===== src/rtl/i2c_reg_pkg.sv =====
package i2c_reg_pkg;
  localparam int DEV_W     = 7;
  localparam int REG_W     = 7;
  localparam int BYTE_W    = 8;
  localparam int SLOT_BITS = BYTE_W + 1;  // data bits plus acknowledge slot

  typedef enum logic [2:0] {
    ST_IDLE,
    ST_START,
    ST_TX,
    ST_RX,
    ST_RSTART,
    ST_STOP
  } mst_state_e;

  typedef enum logic [1:0] {
    BY_ADDR_W,
    BY_SUB,
    BY_WDATA,
    BY_ADDR_R
  } byte_kind_e;
endpackage


===== src/rtl/i2c_qtr_timer.sv =====
module i2c_qtr_timer #(
  parameter int QTR_DIV = 8
) (
  input  logic       clk,
  input  logic       rst_n,
  input  logic       run,
  input  logic       hold,
  output logic       tick,
  output logic [1:0] qtr
);
  localparam int CW = (QTR_DIV > 1) ? $clog2(QTR_DIV) : 1;
  localparam logic [CW-1:0] LAST = CW'(QTR_DIV - 1);

  logic [CW-1:0] cnt_q, cnt_d;
  logic [1:0]    qtr_q, qtr_d;

  assign tick = run && !hold && (cnt_q == LAST);
  assign qtr  = qtr_q;

  always_comb begin
    cnt_d = cnt_q;
    qtr_d = qtr_q;
    if (!run) begin
      cnt_d = '0;
      qtr_d = '0;
    end else if (!hold) begin
      if (tick) begin
        cnt_d = '0;
        qtr_d = qtr_q + 2'd1;
      end else begin
        cnt_d = cnt_q + 1'b1;
      end
    end
  end

  always_ff @(posedge clk or negedge rst_n) begin
    if (!rst_n) begin
      cnt_q <= '0;
      qtr_q <= '0;
    end else begin
      cnt_q <= cnt_d;
      qtr_q <= qtr_d;
    end
  end
endmodule


===== src/rtl/i2c_byte_shift.sv =====
module i2c_byte_shift #(
  parameter int W = 8
) (
  input  logic         clk,
  input  logic         rst_n,
  input  logic         load,
  input  logic [W-1:0] load_val,
  input  logic         shift,
  input  logic         shift_in,
  output logic [W-1:0] val
);
  logic [W-1:0] sh_q, sh_d;

  always_comb begin
    sh_d = sh_q;
    if (load)       sh_d = load_val;
    else if (shift) sh_d = {sh_q[W-2:0], shift_in};
  end

  always_ff @(posedge clk or negedge rst_n) begin
    if (!rst_n) sh_q <= '0;
    else        sh_q <= sh_d;
  end

  assign val = sh_q;
endmodule


===== src/rtl/i2c_reg_master.sv =====
module i2c_reg_master
  import i2c_reg_pkg::*;
#(
  parameter int QTR_DIV = 8,
  parameter int LEN_W   = 4
) (
  input  logic              clk,
  input  logic              rst_n,
  input  logic              cmd_valid,
  input  logic              cmd_rd,
  input  logic [DEV_W-1:0]  cmd_dev,
  input  logic [REG_W-1:0]  cmd_reg,
  input  logic              cmd_ainc,
  input  logic [LEN_W-1:0]  cmd_cnt,
  input  logic [BYTE_W-1:0] wr_data,
  output logic              wr_take,
  output logic [BYTE_W-1:0] rd_data,
  output logic              rd_valid,
  output logic              busy,
  output logic              nack_err,
  output logic              scl_oe,
  input  logic              scl_i,
  output logic              sda_oe,
  input  logic              sda_i
);
  localparam int IDX_W = $clog2(SLOT_BITS + 1);
  localparam logic [IDX_W-1:0] ACK_IDX  = IDX_W'(SLOT_BITS - 1);
  localparam logic [IDX_W-1:0] LAST_BIT = IDX_W'(SLOT_BITS - 2);

  // reset: asynchronous assert, synchronous release
  logic [1:0] rst_sync_q;
  logic       rst_n_int;
  always_ff @(posedge clk or negedge rst_n) begin
    if (!rst_n) rst_sync_q <= '0;
    else        rst_sync_q <= {rst_sync_q[0], 1'b1};
  end
  assign rst_n_int = rst_sync_q[1];

  mst_state_e        state_q, state_d;
  byte_kind_e        kind_q, kind_d;
  logic [IDX_W-1:0]  idx_q, idx_d;
  logic [LEN_W-1:0]  rem_q, rem_d, cnt_q;
  logic [DEV_W-1:0]  dev_q;
  logic [REG_W-1:0]  reg_q;
  logic              ainc_q, rd_q, latch;
  logic              ack_q, ack_d, err_q, err_d;
  logic              take_q, take_d, rdv_q, rdv_d;
  logic [BYTE_W-1:0] rd_data_q, sh_val, sh_out;
  logic              sh_load, sh_shift;
  logic              sda_q, sda_d, sda_keep, sda_want;
  logic              tick, hold, sym_end, sample_tick;
  logic [1:0]        qtr;

  assign busy        = (state_q != ST_IDLE);
  assign scl_oe      = busy && !(qtr[1] || state_q == ST_START);
  assign hold        = busy && !scl_oe && !scl_i;
  assign sym_end     = tick && (qtr == 2'd3);
  assign sample_tick = tick && (qtr == 2'd2);
  assign sh_shift    = sample_tick && (state_q == ST_TX || state_q == ST_RX) && (idx_q != ACK_IDX);

  i2c_qtr_timer #(.QTR_DIV(QTR_DIV)) u_timer (
    .clk(clk), .rst_n(rst_n_int), .run(busy), .hold(hold), .tick(tick), .qtr(qtr)
  );

  i2c_byte_shift #(.W(BYTE_W)) u_shift (
    .clk(clk), .rst_n(rst_n_int), .load(sh_load), .load_val(sh_val),
    .shift(sh_shift), .shift_in(sda_i), .val(sh_out)
  );

  // transaction sequencing
  always_comb begin
    state_d = state_q;
    kind_d  = kind_q;
    idx_d   = idx_q;
    rem_d   = rem_q;
    err_d   = err_q;
    latch   = 1'b0;
    sh_load = 1'b0;
    sh_val  = wr_data;
    take_d  = 1'b0;
    rdv_d   = 1'b0;
    unique case (state_q)
      ST_IDLE: if (cmd_valid) begin
        state_d = ST_START;
        latch   = 1'b1;
        err_d   = 1'b0;
      end
      ST_START, ST_RSTART: if (sym_end) begin
        state_d = ST_TX;
        kind_d  = (state_q == ST_START) ? BY_ADDR_W : BY_ADDR_R;
        idx_d   = '0;
        sh_load = 1'b1;
        sh_val  = {dev_q, (state_q == ST_RSTART)};
      end
      ST_TX: if (sym_end) begin
        if (idx_q != ACK_IDX) begin
          idx_d = idx_q + 1'b1;
        end else if (!ack_q) begin
          state_d = ST_STOP;
          err_d   = 1'b1;
        end else begin
          idx_d = '0;
          unique case (kind_q)
            BY_ADDR_W: begin
              kind_d  = BY_SUB;
              sh_load = 1'b1;
              sh_val  = {ainc_q, reg_q};
            end
            BY_SUB: begin
              if (rd_q) begin
                state_d = ST_RSTART;
              end else begin
                kind_d  = BY_WDATA;
                rem_d   = cnt_q;
                sh_load = 1'b1;
                take_d  = 1'b1;
              end
            end
            BY_WDATA: begin
              if (rem_q == '0) begin
                state_d = ST_STOP;
              end else begin
                rem_d   = rem_q - 1'b1;
                sh_load = 1'b1;
                take_d  = 1'b1;
              end
            end
            BY_ADDR_R: begin
              state_d = ST_RX;
              rem_d   = cnt_q;
            end
          endcase
        end
      end
      ST_RX: if (sym_end) begin
        if (idx_q == LAST_BIT) rdv_d = 1'b1;
        if (idx_q != ACK_IDX) begin
          idx_d = idx_q + 1'b1;
        end else if (rem_q == '0) begin
          state_d = ST_STOP;
        end else begin
          rem_d = rem_q - 1'b1;
          idx_d = '0;
        end
      end
      ST_STOP: if (sym_end) state_d = ST_IDLE;
      default: state_d = ST_IDLE;
    endcase
  end

  // SDA schedule per quarter; keep = hold the previous level
  always_comb begin
    sda_keep = 1'b1;
    sda_want = 1'b0;
    unique case (state_q)
      ST_IDLE:   sda_keep = 1'b0;
      ST_START:  begin sda_keep = 1'b0;          sda_want = (qtr == 2'd3); end
      ST_RSTART: begin sda_keep = (qtr == 2'd0); sda_want = (qtr == 2'd3); end
      ST_STOP:   begin sda_keep = (qtr == 2'd0); sda_want = (qtr != 2'd3); end
      ST_TX:     begin sda_keep = (qtr != 2'd1); sda_want = (idx_q != ACK_IDX) && !sh_out[BYTE_W-1]; end
      ST_RX:     begin sda_keep = (qtr != 2'd1); sda_want = (idx_q == ACK_IDX) && (rem_q != '0); end
      default:   sda_keep = 1'b0;
    endcase
    sda_d = sda_keep ? sda_q : sda_want;
    ack_d = ack_q;
    if (sample_tick && state_q == ST_TX && idx_q == ACK_IDX) ack_d = !sda_i;
  end

  always_ff @(posedge clk or negedge rst_n_int) begin
    if (!rst_n_int) begin
      state_q   <= ST_IDLE;
      kind_q    <= BY_ADDR_W;
      idx_q     <= '0;
      rem_q     <= '0;
      cnt_q     <= '0;
      dev_q     <= '0;
      reg_q     <= '0;
      ainc_q    <= 1'b0;
      rd_q      <= 1'b0;
      ack_q     <= 1'b0;
      err_q     <= 1'b0;
      take_q    <= 1'b0;
      rdv_q     <= 1'b0;
      rd_data_q <= '0;
      sda_q     <= 1'b0;
    end else begin
      state_q <= state_d;
      kind_q  <= kind_d;
      idx_q   <= idx_d;
      rem_q   <= rem_d;
      ack_q   <= ack_d;
      err_q   <= err_d;
      take_q  <= take_d;
      rdv_q   <= rdv_d;
      sda_q   <= sda_d;
      if (rdv_d) rd_data_q <= sh_out;
      if (latch) begin
        cnt_q  <= cmd_cnt;
        dev_q  <= cmd_dev;
        reg_q  <= cmd_reg;
        ainc_q <= cmd_ainc;
        rd_q   <= cmd_rd;
      end
    end
  end

  assign sda_oe   = sda_q;
  assign wr_take  = take_q;
  assign rd_valid = rdv_q;
  assign rd_data  = rd_data_q;
  assign nack_err = err_q;
endmodule


===== config.mk =====
export PLATFORM = sky130hd
export DESIGN_NAME = i2c_reg_master
export DESIGN_NICKNAME = d
export VERILOG_FILES = /design/src/rtl/i2c_reg_pkg.sv /design/src/rtl/i2c_qtr_timer.sv /design/src/rtl/i2c_byte_shift.sv /design/src/rtl/i2c_reg_master.sv
export SDC_FILE = /design/constraint.sdc
export NUM_CORES = 1
export LEC_CHECK = 0
export ABC_AREA = 1
export BUFFER_PORTS_ARGS = -buffer_cell sky130_fd_sc_hd__buf_4
export CAP_MARGIN = 20
export CORE_ASPECT_RATIO = 1.4
export CORE_UTILIZATION = 40
export DETAILED_ROUTE_END_ITERATION = 10
export PLACE_DENSITY = 0.68
export SLEW_MARGIN = 20
export SYNTH_ARGS = -nofsm -noshare
export SYNTH_HDL_FRONTEND = slang
export SYNTH_HIERARCHICAL = 1
export SYNTH_SLANG_ARGS = --single-unit

===== constraint.sdc =====
create_clock -name clk -period 2.64 [get_ports clk]
set_input_delay 0.132 -clock clk [delete_from_list [all_inputs] [get_ports clk]]
set_output_delay 0.132 -clock clk [all_outputs]
set_load 0.005 [all_outputs]

==> results of run 1 <==
## synthesized netlist by cell type (all sizes together), types with 2 or more instances
library cell  count  area share
ha                9       0.030
nand3            55       0.085
buf              10       0.024
a21boi            7       0.014
clkinv            2      0.0024
nand2           148        0.16
inv              43       0.045
nor2             41       0.066
a21oi            14       0.023
mux2             19       0.076
dfrtp            61        0.41
nor4              2      0.0034
nand4             3      0.0050
o21ai            31       0.042
## layer usage
metal  GRT usage  vias to the layer above  part of all wire
li1            -                     1605                 -
met1       0.216                     1488              0.43
met2       0.320                       83              0.49
met3      0.0410                       19             0.044
met4       0.105                        0             0.029
met5           0                        -                 0
## how the worst max path moves through the flow
| stage | start | end | cells past startpoint |
|---|---|---|---|
| 2_1_floorplan | state_q[0] | u_shift/val[5] | 14 |
| 3_3_place_gp | state_q[0] | rem_q[0] | 14 |
| 3_5_place_dp | state_q[0] | rem_q[0] | 14 |
| 4_1_cts | state_q[0] | rem_q[0] | 14 |
| 5_1_grt | state_q[0] | u_shift/val[4] | 12 |
| 6_report | state_q[0] | u_shift/val[6] | 12 |
## worst max-delay path: stages, from the launching register on
cell and delay [ns]:
dfrtp_1 0.48, nor2_2 0.23, nand2_2 0.09, nand2_1 0.07
nor2_1 0.06, nor3_2 0.25, nand3_2 0.20, nor2_4 0.21
nand2_1 0.19, o21ai_0 0.22, o21ai_1 0.08, nand2_1 0.06
nand3_1 0.07
## placed cells by master, fill, tap and decap left out, types with 3 or more instances in the layout
cell type  count
a21boi_1       7
a21oi_1       12
buf_4         63
clkbuf_16      9
clkbuf_8       3
dfrtp_1       60
ha_1           9
inv_1         35
inv_2          6
mux2_4        18
nand2_1      138
nand2_2        7
nand2_4        3
nand3_1       47
nand3_2        7
nand4_1        3
nor2_1        28
nor2_2         5
nor2_4         6
o21ai_0       21
o21ai_1       10
## flip-flops by register name (all words and copies together), names as in the netlist
| signal | cells |
|---|---|
| rst_sync_q | 2 |
| rd_q | 1 |
| state_q | 3 |
| wr_take | 1 |
| nack_err | 1 |
| u_timer/qtr | 2 |
| sda_oe | 1 |
| ainc_q | 1 |
| cnt_q | 4 |
| rd_valid | 1 |
| reg_q | 7 |
| dev_q | 7 |
| rem_q | 4 |
| u_timer/cnt_q | 3 |
| ack_q | 1 |
| idx_q | 4 |
| rd_data | 8 |
| kind_q | 2 |
| u_shift/val | 8 |
## report_power, final
| group | internal (mW) | total (mW) | switching [mW] |
|---|---|---|---|
| clock | 0.806 | 1.21 | 0.402 |
| sequential | 1.17 | 1.36 | 0.195 |
| combinational | 0.772 | 1.80 | 1.02 |
| total | 2.75 | 4.37 | 1.62 |
## cell families (layout without fill, tap and decap cells)
kind of cell,Yosys count,count (layout)
other,1,1
buffers and inverters,55,127
AO/OA/AOI/OAI,54,54
XOR/XNOR,2,2
flip-flops,61,61
AND/OR/NAND/NOR,252,252
adder cells (fa/ha/maj),9,9
multiplexers,19,19
## through the flow
step                      worst slack (ns)  utilization  cell area [um^2]  total power [mW]
after floorplan                      0.287            -              3720              2.74
after global placement               0.202        0.466              4210              3.13
after detailed placement             0.100        0.466              4210              3.15
after CTS                           0.0916        0.503              4540              4.40
after global routing                0.0472        0.509              4600              4.67
final                                0.316        0.509              4600              4.37
## layout make-up
cell class	count	area, um^2	area share
repair buffers	66	505	0.110
multi-input cells	337	1940	0.422
flip-flops and latches	61	1530	0.332
inverters	45	175	0.0381
well taps	107	134	0.0291
clock buffers	13	270	0.0588
clock inverters	3	43.8	0.00953
## repair_timing
item,CTS,global route
buffers inserted,0,5
resized for setup,0,3
endpoints found under the setup margin,0,25
endpoints found under the hold margin,3,0
hold buffers,2,0
==> results.md, run 1 <==
- Status: finished clean
- # DRC: 0
- Worst reg2reg path depth: 12
- Core area: 9030 um^2
- Clock buffer depth: 2
- # port buffers: 46
- Reg-to-reg slack, setup: 0.32 ns
- Vias in the first global route: 3030
- Chip width: 83.5 um
- Antenna-violating nets left: 0
- FF+latch count, synth: 61
- Startpoint Class: register
- Fin Clk Skew: 0.00894 ns
- Leak: 2.37 nW
- Initial drt markers: 175
- Aggregate negative setup slack: 0 ns
- Placement Rows: 41
- Main combinational cell family by area after synthesis: simple AND/OR/NAND/NOR gates
- Fraction of layout cells with a size suffix above 1: 0.269
- Hold depth: 2
- Sequential share of the synthesized area: 0.410
- XOR/XNOR share of the synthesized area: 0.00471
- Largest net degree at the start of global routing: 31
- Hold_ws: 0.0218 ns
- GRT Residual Overflow: 0
- Share of flip-flops with an asynchronous set or reset: 1.00
- Post-DR wirelength/cell: 13.6 um
- CP max FO: 9
- Clock Tree Root: clkbuf_16
- Via density: 5.06
- Max Cap Violations: 0
- Sink Count: 61
- Die area: 9700 um^2
- Max VDD drop: 0.605 mV
- Max-slew violations: 0
- Clock-pin transition on the worst setup and hold timing paths: 0.05 ns
- Top FF cell, synth: dfrtp_1
- Vert. Die Dim: 116 um
- Area growth syn-to-layout: 23.5%
- Ys Warns: 6
- FILL cells: 843
- Initial antenna violation count: 0
- CTS Buf Count: 9
- Hold violation total from the final report: 0
- DP HPWL: 6460 um
- Clk_lat worst skew: 0.34 ns
- Complex-gate fraction of the synthesized area: 0.0827
- Adder-cell share of the synthesized area: 0.0303
- Crit path time final: 2.32 ns
- Power Dens Cells: 950 nW/um^2
- Actual slew at the worst max-slew pin: 0.680 ns
- Maximum clock frequency: 430 MHz
- Gpl congestion: 0.979
- Post-synth EDFFs: 0
- Period utilisation layout: 0.880
- FF-to-FF Start: state_q[0]
- Cells after synthesis: 453
- Data arrival time of the critical path: 2.54 ns
- H-tree levels: 3
- Layout Nets: 562
- Relative slew margins: 0.545
- Synthesized area: 3720 um^2
- DR vias: 3195
- DR pass1 iterations: 4
- RR Endpoint: u_shift/val[6]
- Top Ports: 47
- Cell Count, Final, Fillers Out: 632
- Hold Path Class: primary input to register
- Worst Hold End: dev_q[2]
- Critical Path RT: 2.86 ns
- HP Start: cmd_dev[2]
- Synth cell types: 38
- First-pass GRT wire length: 14000 um
- Final Setup Violations: 0
- Worst setup EP type: register
- Simple-gate share of the synthesized area: 0.324
- Placed insts: 609
- Inserted Diodes: 0
- All-Layer GR Usage: 0.186
- Initial Util: 0.412
- DRT Wirelength: 8630 um
- Mux contribution to synthesized area: 0.0757
- CTS tree: yes
- Avg Inst Size Synth: 8.21 um^2
- WS Path Type: register to register
- Syn_nets: 495
- RSZ-0062 raised after global routing: no
No activity file was read; power rests on OpenSTA's default activity.
==> run 2: changes to the inputs <==
- RECOVER_POWER: not set -> 50
==> run 2 against run 1 <==
Effect of this change: total power is 0.14% higher; die area stayed put; final area is 0.24% lower; global-route usage stayed put; sequential share of layout area is 0.054 points higher; critical path depth stayed put; sequential power hardly changed; clock power hardly changed; hold slack hardly changed; combinational power hardly changed; highest routed layer unchanged.
==> results.md, run 2 (same netlist as run 1, synthesis figures left out) <==
- Post-DR wirelength/cell: 13.7 um
- RSZ-0062 raised after global routing: no
- H-tree levels: 3
- Master of the slowest instance on the critical path: dfrtp_1
- Footprint of the multi-input gates: 1940 um^2
- All-Layer GR Usage: 0.186
- Psw: 1.63 mW
- Core area: 9030 um^2
- Initial antenna violation count: 0
- Top Ports: 47
- Gpl congestion: 0.979
- Fin Clk Skew: 0.00704 ns
- Power Dens Cells: 954 nW/um^2
- Area growth syn-to-layout: 23.2%
- Most frequent cells in the layout: nand2_1 (138), dfrtp_1 (61), buf_4 (48)
- First-pass GRT wire length: 14000 um
- FILL cells: 844
- Maximum clock frequency: 425 MHz
- Clock-pin transition on the worst setup and hold timing paths: 0.05 ns
- Area post-placement: 4210 um^2
- Util after Layout: 0.508
- CTS Buf Count: 9
- Max Cap Violations: 0
- Clock power frac: 0.277
- Startpoint Class: register
- Period utilisation layout: 0.892
- Fraction of layout cells with a size suffix above 1: 0.263
- Antenna-violating nets left: 0
- Clock buffer depth: 2
- CP max FO: 7
- Max-slew violations: 0
- CTS tree: yes
- Max VDD drop: 0.605 mV
- DR pass1 iterations: 4
- Seq. cell area: 1530 um^2
- GRT Residual Overflow: 0
- DRT Wirelength: 8640 um
- Via density: 5.07
- Met1 Track Usage GR: 0.216
- Global Route met2 Usage: 0.320
- Cell area after layout: 4590 um^2
- Critical Path RT: 2.87 ns
- Commonest non-fill, non-tap cell in the layout: nand2_1
- GRT met3 Usage: 0.0410
- Data arrival time of the critical path: 2.58 ns
- Initial drt markers: 179
- Vias in the first global route: 3030
- Internal: 2.74 mW
- Worst setup EP type: register
- Flop pwr share: 0.311
- Initial Util: 0.412
- # DRC: 0
- Combinational Power Share: 0.412
- Final Setup Violations: 0
- Clock Tree Root: clkbuf_16
- Hold violation total from the final report: 0
- DP HPWL: 6460 um
- Crit-path cells: nor2_2, nand2_2, nand2_1, nor2_1, nor3_2, nand3_2, o21ai_0, o21ai_0, inv_1, nand2_1, nand2_1, nand2_1
- # port buffers: 46
- Layout Nets: 562
- Layer with the highest usage: met2
- Relative slew margins: 0.210
- Most Frequent Cell on Critical Path: nand2_1
- WS Path Type: register to register
- Aggregate negative setup slack: 0 ns
- Chip width: 83.5 um
- Die area: 9700 um^2
- Placement Rows: 41
- Crit path time final: 2.36 ns
- Sink Count: 61
- DR vias: 3205
- Clk_lat worst skew: 0.34 ns
- Max incr delay on CP: 0.47 ns
- Final Power: 4.38 mW
- Actual slew at the worst max-slew pin: 1.19 ns
- Vert. Die Dim: 116 um
- Switching share of total power: 0.373
- Largest net degree at the start of global routing: 31
- Inserted Diodes: 0
- Hold Path Class: primary input to register
- Leak: 2.36 nW
- Status: finished clean
run 2: path summary, 6_finish.rpt:
check	slack (ns)	cells after the start	end	from
worst max-delay path	0.28	12	kind_q[0]	state_q[0]
max in group asynchronous	0.88	1	state_q[2]	rst_sync_q[1]
worst max register to register	0.28	12	kind_q[0]	state_q[0]
worst min-delay path	0.02	2	dev_q[2]	cmd_dev[2]
worst min register to register	0.35	0	rst_sync_q[1]	rst_sync_q[0]
min in group asynchronous	0.12	2	rst_sync_q[0]	rst_n
run 2: area by class of cell:
class	instances	area share
clock buffer	13	0.0589
clock inverter	3	0.00955
inverter	45	0.0382
multi-input combinational	337	0.423
sequential	61	0.333
tap	107	0.0292
timing repair buffer	66	0.108
run 2: routing by layer:
metal,up-vias,routed length (um)
li1,1606,-
met1,1495,3770
met2,85,4250
met3,19,364
met4,0,257
met5,-,0
run 2: per-stage QoR:
stage	worst slack (ns)	hold slack, ns	std cells
floorplan	0.287	-0.164	453
global placement	0.202	-0.0857	609
detailed placement	0.100	-0.0819	609
CTS	0.0916	0.0108	627
global route	0.0472	0.0118	632
finish	0.284	0.0216	632
run 2: power by group through the flow:
stage | combinational, mW | sequential (mW) | clock [mW]
final | 1.80 | 1.36 | 1.21
after global routing | 2.00 | 1.39 | 1.28
after CTS | 1.80 | 1.36 | 1.24
after detailed placement | 1.78 | 1.37 | 0
after global placement | 1.76 | 1.37 | 0
after floorplan | 1.43 | 1.31 | 0
run 2: worst max-delay path, delay by kind of cell (launching register included):
family	cells	cell delay, ns
AO/OA/AOI/OAI	2	0.55
flip-flops	1	0.47
AND/OR/NAND/NOR	9	1.09
buffers and inverters	1	0.12
run 2: what timing repair did:
| item | in CTS | in global routing |
|---|---|---|
| hold buffers | 2 | 0 |
| setup endpoints to repair | 0 | 25 |
| gates resized for setup | 0 | 3 |
| hold endpoints to repair | 3 | 0 |
| buffers inserted | 0 | 5 |
==> run 3: changes to the inputs <==
- CORE_ASPECT_RATIO: 1.4 -> not set
- PLACE_DENSITY: 0.68 -> 0.67
==> run 3 against run 2 <==
Effect of this change: hold slack worse by 0.011 ns; critical path type unchanged; maximum frequency is 0.38% lower; routed wire length is 4.2% lower; largest cell class unchanged; flip-flop and latch count stayed put.
==> results.md, run 3 (same netlist as run 1, synthesis figures left out) <==
- Status: finished clean
- Data arrival time of the critical path: 2.59 ns
- GRT Residual Overflow: 0
- Placement Rows: 34
- Aggregate negative setup slack: 0 ns
- Gpl congestion: 0.883
- Initial drt markers: 162
- Most frequent cells in the layout: nand2_1 (138), dfrtp_1 (60), nand3_1 (48)
- Hold depth: 2
- Clock Tree Root: clkbuf_8
- Commonest non-fill, non-tap cell in the layout: nand2_1
- Initial antenna violation count: 0
- Final WS setup: 0.275 ns
- Core area: 8850 um^2
- Sink Count: 61
- H-tree levels: 3
- Via density: 4.97
- Antenna-violating nets left: 0
- All-Layer GR Usage: 0.185
- Clock buffer depth: 2
- # port buffers: 46
- CP max FO: 9
- Reg-to-reg slack, setup: 0.28 ns
- DP HPWL: 6240 um
- Top Ports: 47
- Clk_lat worst skew: 0.35 ns
- Period utilisation layout: 0.896
- Max VDD drop: 0.543 mV
- DR pass1 iterations: 7
- Hold violation total from the final report: 0
- Startpoint Class: register
- Largest net degree at the start of global routing: 60
- Crit path time final: 2.36 ns
- Master of the slowest instance on the critical path: dfrtp_1
- Inserted Diodes: 0
- Crit-path cells: nor2_2, nand2_2, nand2_1, nor2_1, nor3_2, nand3_1, buf_4, nor2_4, nand2_1, o21ai_0, o21ai_1, nand2_1, nand3_1
- Max-slew violations: 0
- Worst reg2reg path depth: 13
- Power Dens Cells: 930 nW/um^2
- Clock-pin transition on the worst setup and hold timing paths: 0.07 ns
- RSZ-0062 raised after global routing: no
- Max incr delay on CP: 0.43 ns
- Worst setup EP type: register
- Postcts setup bufs: 0
- Post-DR wirelength/cell: 13.2 um
- Pre-CTS setup slack: 0.232 ns
- WS Path Type: register to register
- Fraction of layout cells with a size suffix above 1: 0.253
- Hold_ws: 0.0109 ns
- Die area: 9690 um^2
- # DRC: 0
- Relative slew margins: 0.0516
- Actual slew at the worst max-slew pin: 1.42 ns
- Fin Clk Skew: 0.00992 ns
- FF-to-FF Start: state_q[0]
- Initial Util: 0.421
- Max Cap Violations: 0
- Vert. Die Dim: 98.5 um
- Maximum clock frequency: 423 MHz
- DR vias: 3112
- Worst Hold End: reg_q[4]
- CTS tree: yes
- First-pass GRT wire length: 14100 um
- Hold Path Class: primary input to register
- Area growth syn-to-layout: 19.7%
- Leak: 2.29 nW
- Most Frequent Cell on Critical Path: nand2_1
- CTS Buf Count: 9
- Vias in the first global route: 2965
- HP Start: cmd_reg[4]
- Final Setup Violations: 0
- DRT Wirelength: 8280 um
- Critical Path RT: 2.87 ns
- Chip width: 98.5 um
- RR Endpoint: u_shift/val[1]
- Layout Nets: 555
[run 3: cell type report]
type	count	area, um^2
Clock buffer	13	169
Clock inverter	3	67.6
Inverter	45	175
Fill cell	860	4390
Multi-Input combinational cell	337	1940
Sequential cell	61	1530
Timing Repair Buffer	59	444
Tap cell	108	135
[run 3: routing by layer]
metal	vias up	routed length (um)	part of all wire	global-route usage
li1	1592	-	-	-
met2	68	3740	0.45	0.285
met5	-	0	0	0
met4	0	137	0.017	0.0838
met3	11	335	0.040	0.0277
met1	1441	4070	0.49	0.257
[run 3: worst max path at each step]
stage | start | to | slack (ns) | depth (start not counted)
6_report | state_q[0] | u_shift/val[1] | 0.28 | 13
5_1_grt | state_q[0] | u_shift/val[6] | 0.05 | 13
4_1_cts | state_q[0] | u_shift/val[1] | 0.20 | 13
3_5_place_dp | state_q[0] | u_shift/val[1] | 0.23 | 13
3_3_place_gp | u_timer/cnt_q[0] | u_shift/val[4] | 0.33 | 12
2_1_floorplan | state_q[0] | u_shift/val[5] | 0.29 | 14
[run 3: repair_timing]
item | 4_1_cts | 5_1_grt
setup endpoints to repair | 0 | 10
gates resized for setup | 0 | 1
hold buffers | 3 | 0
hold endpoints to repair | 4 | 0
[run 3: worst max-delay path: cells and delay by family, from the launching register on]
family	cells	cell delay (ns)
DFF	1	0.43
AOI/OAI and AO/OA	2	0.30
buffers and inverters	1	0.21
and+or+nand+nor	10	1.31
[run 3: where the power goes]
| group | switching, mW | internal, mW | total, mW |
|---|---|---|---|
| Clock | 0.375 | 0.610 | 0.985 |
| Sequential | 0.183 | 1.17 | 1.35 |
| Combinational | 1.04 | 0.768 | 1.81 |
[run 3: stage by stage]
stage	utilization	instances	cell area, um^2	total power [mW]
after floorplan	-	453	3720	2.74
after global placement	0.473	607	4190	3.13
after detailed placement	0.473	607	4190	3.15
after CTS	0.504	626	4460	4.15
after global routing	0.503	626	4450	4.44
final	0.503	626	4450	4.14
